$ cat src/rtl/pmc_pkg.sv
package pmc_pkg;
  // Kind of register an address selects
  typedef enum logic [2:0] {
    HIT_NONE,
    HIT_GP,
    HIT_ALIAS,
    HIT_FIX,
    HIT_ID
  } hit_e;

  localparam int unsigned DATA_W   = 64;
  localparam int unsigned MIN_CNTW = 32;
  localparam int unsigned MAX_CNTW = 48;
endpackage

$ cat src/rtl/pmc_counter.sv
module pmc_counter #(
  parameter int unsigned CNT_W = 40
) (
  input  logic             clk,
  input  logic             rst_n,
  input  logic             ev_i,
  input  logic             ld_i,
  input  logic [CNT_W-1:0] ld_val_i,
  output logic [CNT_W-1:0] cnt_o,
  output logic             ovf_o
);
  logic [CNT_W-1:0] cnt_q, cnt_d;
  logic             ovf_q, wrap_d, cnt_en;

  always_comb begin
    cnt_d  = cnt_q;
    wrap_d = 1'b0;
    cnt_en = ld_i | ev_i;
    if (ld_i) begin
      cnt_d = ld_val_i;
    end else if (ev_i) begin
      cnt_d  = cnt_q + 1'b1;
      wrap_d = &cnt_q;
    end
  end

  always_ff @(posedge clk or negedge rst_n) begin
    if (!rst_n) begin
      cnt_q <= '0;
      ovf_q <= 1'b0;
    end else begin
      if (cnt_en) cnt_q <= cnt_d;
      ovf_q <= wrap_d;
    end
  end

  assign cnt_o = cnt_q;
  assign ovf_o = ovf_q;

  a_r8_step: assert property (@(posedge clk) disable iff (!rst_n)
    (ev_i && !ld_i) |=> cnt_q == CNT_W'($past(cnt_q) + 1'b1));

  a_r10_load_wins: assert property (@(posedge clk) disable iff (!rst_n)
    ld_i |=> (cnt_q == $past(ld_val_i)) && !ovf_q);

  a_r9_ovf_at_zero: assert property (@(posedge clk) disable iff (!rst_n)
    ovf_q |-> cnt_q == '0);

  a_r8_idle_hold: assert property (@(posedge clk) disable iff (!rst_n)
    (!ev_i && !ld_i) |=> $stable(cnt_q));
endmodule

$ cat src/rtl/pmc_decode.sv
module pmc_decode
  import pmc_pkg::*;
#(
  parameter int unsigned N_GP   = 4,
  parameter int unsigned N_FIX  = 3,
  parameter int unsigned CNT_W  = 40,
  parameter int unsigned ADDR_W = 12,
  parameter logic [ADDR_W-1:0] GP_BASE    = 12'h0C1,
  parameter logic [ADDR_W-1:0] ALIAS_BASE = 12'h4C1,
  parameter logic [ADDR_W-1:0] FIX_BASE   = 12'h309,
  parameter logic [ADDR_W-1:0] ID_ADDR    = 12'h00A,
  localparam int unsigned N_CNT = N_GP + N_FIX
) (
  input  logic [ADDR_W-1:0]      addr_i,
  input  logic [DATA_W-1:0]      wdata_i,
  input  logic                   wr_i,
  input  logic                   fw_en_i,
  input  logic [N_CNT*CNT_W-1:0] cnt_flat_i,
  output logic [N_CNT-1:0]       ld_en_o,
  output logic [CNT_W-1:0]       ld_val_o,
  output logic                   fault_o,
  output logic [DATA_W-1:0]      rdata_o
);
  localparam int unsigned IDX_W = (N_CNT > 1) ? $clog2(N_CNT) : 1;
  localparam logic [DATA_W-1:0] ID_WORD =
    {40'd0, 8'(CNT_W), 8'(N_CNT), 8'd0};

  hit_e             hit;
  logic [IDX_W-1:0] idx;
  logic [CNT_W-1:0] sel_cnt, sext_val, full_val;
  logic             rsvd_set, is_cnt, legal, wr_go;

  // Address match
  always_comb begin
    hit = HIT_NONE;
    idx = '0;
    for (int i = 0; i < N_GP; i++) begin
      if (addr_i == GP_BASE + ADDR_W'(i)) begin
        hit = HIT_GP;
        idx = IDX_W'(i);
      end
      if (addr_i == ALIAS_BASE + ADDR_W'(i)) begin
        hit = HIT_ALIAS;
        idx = IDX_W'(i);
      end
    end
    for (int j = 0; j < N_FIX; j++) begin
      if (addr_i == FIX_BASE + ADDR_W'(j)) begin
        hit = HIT_FIX;
        idx = IDX_W'(N_GP + j);
      end
    end
    if (addr_i == ID_ADDR) hit = HIT_ID;
  end

  assign sel_cnt  = cnt_flat_i[idx*CNT_W +: CNT_W];
  assign rsvd_set = |wdata_i[DATA_W-1:CNT_W];
  assign sext_val = CNT_W'({{32{wdata_i[31]}}, wdata_i[31:0]});
  assign full_val = wdata_i[CNT_W-1:0];

  // Write legality and load value
  always_comb begin
    is_cnt   = 1'b0;
    legal    = 1'b1;
    ld_val_o = sext_val;
    unique case (hit)
      HIT_GP: is_cnt = 1'b1;
      HIT_ALIAS: begin
        is_cnt   = 1'b1;
        legal    = fw_en_i && !rsvd_set;
        ld_val_o = full_val;
      end
      HIT_FIX: begin
        is_cnt = 1'b1;
        if (fw_en_i) begin
          legal    = !rsvd_set;
          ld_val_o = full_val;
        end
      end
      default: ;
    endcase
  end

  assign wr_go   = wr_i && is_cnt && legal;
  assign fault_o = wr_i && is_cnt && !legal;

  always_comb begin
    for (int k = 0; k < N_CNT; k++) ld_en_o[k] = wr_go && (idx == IDX_W'(k));
  end

  // Read mux
  always_comb begin
    unique case (hit)
      HIT_GP, HIT_FIX: rdata_o = DATA_W'(sel_cnt);
      HIT_ALIAS:       rdata_o = fw_en_i ? DATA_W'(sel_cnt) : '0;
      HIT_ID:          rdata_o = ID_WORD;
      default:         rdata_o = '0;
    endcase
  end
endmodule

$ cat src/rtl/pmc_bank.sv
module pmc_bank
  import pmc_pkg::*;
#(
  parameter int unsigned N_GP   = 4,
  parameter int unsigned N_FIX  = 3,
  parameter int unsigned CNT_W  = 40,
  parameter int unsigned ADDR_W = 12,
  parameter logic [ADDR_W-1:0] GP_BASE    = 12'h0C1,
  parameter logic [ADDR_W-1:0] ALIAS_BASE = 12'h4C1,
  parameter logic [ADDR_W-1:0] FIX_BASE   = 12'h309,
  parameter logic [ADDR_W-1:0] ID_ADDR    = 12'h00A,
  localparam int unsigned N_CNT = N_GP + N_FIX
) (
  input  logic              clk,
  input  logic              rst_n,
  input  logic              fw_cap_i,
  input  logic [N_CNT-1:0]  ev_i,
  input  logic [ADDR_W-1:0] addr_i,
  input  logic [63:0]       wdata_i,
  input  logic              wr_i,
  output logic [63:0]       rdata_o,
  output logic              fault_o,
  output logic [N_CNT-1:0]  ovf_o
);
  initial begin : a_r13_width_range
    assert (CNT_W >= MIN_CNTW && CNT_W <= MAX_CNTW)
      else $error("counter width %0d outside %0d..%0d", CNT_W, MIN_CNTW, MAX_CNTW);
  end

  // Reset: asynchronous assertion, synchronous release
  logic rst_meta, rst_sync;
  always_ff @(posedge clk or negedge rst_n) begin
    if (!rst_n) begin
      rst_meta <= 1'b0;
      rst_sync <= 1'b0;
    end else begin
      rst_meta <= 1'b1;
      rst_sync <= rst_meta;
    end
  end

  logic [N_CNT*CNT_W-1:0] cnt_flat;
  logic [N_CNT-1:0]       ld_en;
  logic [CNT_W-1:0]       ld_val;
  logic                   fault_d, fault_q;

  pmc_decode #(
    .N_GP(N_GP), .N_FIX(N_FIX), .CNT_W(CNT_W), .ADDR_W(ADDR_W),
    .GP_BASE(GP_BASE), .ALIAS_BASE(ALIAS_BASE),
    .FIX_BASE(FIX_BASE), .ID_ADDR(ID_ADDR)
  ) u_dec (
    .addr_i    (addr_i),
    .wdata_i   (wdata_i),
    .wr_i      (wr_i),
    .fw_en_i   (fw_cap_i),
    .cnt_flat_i(cnt_flat),
    .ld_en_o   (ld_en),
    .ld_val_o  (ld_val),
    .fault_o   (fault_d),
    .rdata_o   (rdata_o)
  );

  for (genvar g = 0; g < N_CNT; g++) begin : g_cnt
    pmc_counter #(.CNT_W(CNT_W)) u_cnt (
      .clk     (clk),
      .rst_n   (rst_sync),
      .ev_i    (ev_i[g]),
      .ld_i    (ld_en[g]),
      .ld_val_i(ld_val),
      .cnt_o   (cnt_flat[g*CNT_W +: CNT_W]),
      .ovf_o   (ovf_o[g])
    );
  end

  always_ff @(posedge clk or negedge rst_sync) begin
    if (!rst_sync) fault_q <= 1'b0;
    else           fault_q <= fault_d;
  end
  assign fault_o = fault_q;

  a_r3_fault_follows_write: assert property (@(posedge clk) disable iff (!rst_sync)
    fault_o |-> $past(wr_i));

  a_r4_alias_reads_zero: assert property (@(posedge clk) disable iff (!rst_sync)
    (!fw_cap_i && addr_i >= ALIAS_BASE && addr_i < ALIAS_BASE + ADDR_W'(N_GP))
      |-> rdata_o == '0);

  a_r12_quiet_after_reset: assert property (@(posedge clk)
    $rose(rst_sync) |-> !fault_o && ovf_o == '0);
endmodule

$ cat config.mk
export PLATFORM = sky130hd
export DESIGN_NAME = pmc_bank
export DESIGN_NICKNAME = d
export VERILOG_FILES = /design/src/rtl/pmc_pkg.sv /design/src/rtl/pmc_counter.sv /design/src/rtl/pmc_decode.sv /design/src/rtl/pmc_bank.sv
export SDC_FILE = /design/constraint.sdc
export NUM_CORES = 1
export LEC_CHECK = 0
export ABC_AREA = 1
export BUFFER_PORTS_ARGS = -buffer_cell sky130_fd_sc_hd__buf_2
export CAP_MARGIN = 40
export CORE_UTILIZATION = 30
export DETAILED_ROUTE_END_ITERATION = 8
export HOLD_SLACK_MARGIN = 0.05
export SYNTH_ARGS = -nofsm -noshare
export SYNTH_HDL_FRONTEND = slang
export SYNTH_SLANG_ARGS = --single-unit
$ cat constraint.sdc
create_clock -name clk -period 8.75 [get_ports clk]
set_input_delay 1.3125 -clock clk [delete_from_list [all_inputs] [get_ports clk]]
set_output_delay 1.3125 -clock clk [all_outputs]
set_load 0.02 [all_outputs]
==> impl_results.md <==
- Final setup vio count: 0
- Fin. Hold Viols: 0
- Post-synth EDFFs: 0
- CP Capture Type: output pin
- Drt wl/cell: 26.9 µm
- Final setup TNS: 0 ns
- GR peak layer: met2
- Post-CTS Hold Buffers: 0
- Root buf cell: clkbuf_16
- CTS HTree Levels: 2
- Multi-input gate area: 15000 µm²
- Unrepaired setup endpoints after global routing: false
- Worst setup SP type: input pin
- Status: completed
- Slew @ Worst Pin: 0.996 ns
- Synth Area per Inst: 6.22 µm²
- Relative max-transition margin: 0.335
- Storage cell area: 7260 µm²
- Initial Utilization: 0.305
- Synth cell types: 47
- Tightest Hold Check Type: reg2async
- Crit Path Class: in2out
- Global Route met3 Usage: 0.0646
- Via-to-Cell Ratio: 5.68
- Global-route wire length before repair: 195 mm
- Die ar.: 83600 µm²
- Most frequent cells in the layout: 1129 x nand2_1, 699 x nand3_1, 380 x inv_1
- Initial drt markers: 3941
- Final worst-path cycle share: 0.704
- Port buffer count: 134
- Synth-to-layout area growth: 12.3%
- MaxCap Viol Count: 0
- Die height: 289 µm
- Ratio of cells with drive above 1 in the final layout: 0.0814
- Core area: 81100 µm²
- Synth warnings: 0
- Grt ovf: 0
- Most used DFF post-synth: dfrtp_1
- DP Wirelength: 102 mm
- Total routed wirelength: 138 mm
- Synth area leader: dfrtp_1
- Initial antenna violation count: 19
- Global Route met2 Usage: 0.479
- Final Net Count: 4103
- Required time of the critical path: 7.44 ns
- Fill cells: 9075
- Peak Freq: 0.162 GHz
- Leakage: 12.2 nW
- Min Tclk post-route: 6.16 ns
- Placer Congestion: 1.06
- Fin util: 0.343
- Synth Register Bits: 290
- Setup Buffers After CTS: 0
- Post-route DRC: 0
- Die Wd: 289 µm
- Power density cells: 166 nW/µm²
- Mapped Area: 24700 µm²
- Clock insertion delay at the later pin of the skew report: 0.60 ns
- Io pins: 159
- CTS tree: yes
- Synth top area share: 0.293
- Largest net degree at the start of global routing: 125
- Data arrival time of the critical path: 4.85 ns
- Slew Limit Fails: 0
- Worst VDD drop: 0.134 mV
- Clk buf depth: 3
- Grt met1 use: 0.446
- CTS Sinks: 290
- Leading cell type in the layout, fill and taps excluded: nand2_1
- Crit-path max FO: 40
- Area contributors post-synth: dfrtp_1 29%, nand2_1 17%, nand3_1 14%, inv_1 5.8%, nor2_1 5.4%
- Cells after synthesis: 3980
- Clock skew: 0.0290 ns
- DR vias: 28988
- GR Util All Layers: 0.324
- Num rows: 104
- Post-route ant nets: 0
- Vias in the first global route: 26416
- Worst-path clk slew: 0.06 ns
- Post-synthesis sequential area ratio: 0.293
- First-pass iteration count of the detailed router: 6
- Total CTS buffers: 42
- FFs w/ async S/R, synth: 1.00
- # resized after CTS: 0
## power breakdown
part           switching, mW  internal, mW  total [mW]
Sequential             0.320          1.50        1.82
Clock                  0.727          1.10        1.82
Combinational          0.670         0.290       0.960
Total                   1.72          2.88        4.60
## worst max-delay path: stages
cell and delay, ns:
buf_2 0.11, inv_1 0.06, nand2_1 0.07, nor2_2 0.40, nand4_1 0.18, nand2_1 0.11, buf_4 0.28, inv_2 0.33
nor2_4 0.71, buf_4 0.46, nand2_1 0.09, nand2_1 0.07, a21oi_1 0.06, nor2_1 0.31, buf_2 0.24
## registers in the layout, indices dropped and copies added, names as in the netlist
signal             cells
fault_o                1
rst_meta               1
rst_sync               1
g_cnt.u_cnt.ovf_o      7
g_cnt.u_cnt.cnt_o    280
## metrics by stage
step                      instances  instance area [µm²]  setup slack (ns)  total power [mW]  hold slack (ns)
after floorplan                4003                24800            0.0695              2.27            0.331
after global placement         5011                26000              2.68              2.74            0.334
after detailed placement       5025                26300              2.73              2.75            0.339
after CTS                      5100                27700              2.71              4.58            0.353
after global routing           5100                27700              2.50              4.75            0.355
final                          5108                27800              2.59              4.60            0.340
## cell type report
type,count,area share
antenna,8,0.000721
tap,1060,0.0478
clock buffer,58,0.0429
timing repair buffer,178,0.0435
multi-input combinational,3098,0.542
clock inverter,17,0.00789
sequential,290,0.261
inverter,399,0.0539
## logic make-up after synthesis
logic type	synth area share
AO/OA/AOI/OAI	0.0726
XOR/XNOR	0.0669
adder cells (fa/ha/maj)	0.00354
buffers and inverters	0.103
flip-flops	0.293
other	0.000304
AND/OR/NAND/NOR	0.460
## cells in the mapped netlist, types with 2 or more instances
cell	instances
nor3_2	2
or2_2	35
nand3_2	3
nand4_1	148
o2111ai_1	2
nand3_1	699
o211ai_1	49
buf_4	38
o21ai_1	15
o21bai_1	3
nor2_1	358
o22ai_1	13
nor2_2	5
nor3_1	128
a21oi_2	2
nand2_2	3
dfrtp_1	290
inv_2	14
buf_6	2
clkbuf_1	97
nor3b_1	7
and3_1	3
conb_1	2
nand3b_1	6
inv_1	381
buf_2	67
nand2_1	1129
a21oi_1	116
clkinv_1	4
o221ai_1	3
xnor2_1	37
buf_1	12
nor4_1	27
o211ai_2	7
o21ai_0	98
nor2_4	7
ha_1	7
xor2_1	152
## final timing paths
kind | endpoint | slack (ns) | from | cells past startpoint
max in group asynchronous | g_cnt[5].u_cnt.cnt_o[6] | 6.60 | rst_sync | 3
min in group clk | rst_sync | 0.35 | rst_meta | 0
min | g_cnt[3].u_cnt.ovf_o | 0.34 | rst_sync | 0
max | rdata_o[6] | 2.59 | addr_i[11] | 15
max reg2reg | g_cnt[5].u_cnt.cnt_o[25] | 5.71 | g_cnt[5].u_cnt.cnt_o[0] | 10
min reg2reg | g_cnt[3].u_cnt.ovf_o | 0.34 | rst_sync | 0
## layer usage
| metal | up-vias | wire length [µm] |
|---|---|---|
| met1 | 14017 | 58400 |
| li1 | 13117 | - |
| met4 | 6 | 7660 |
| met2 | 1573 | 58200 |
| met3 | 275 | 13200 |
| met5 | - | 32 |
Note: power is estimated with default switching activity, not from simulation.
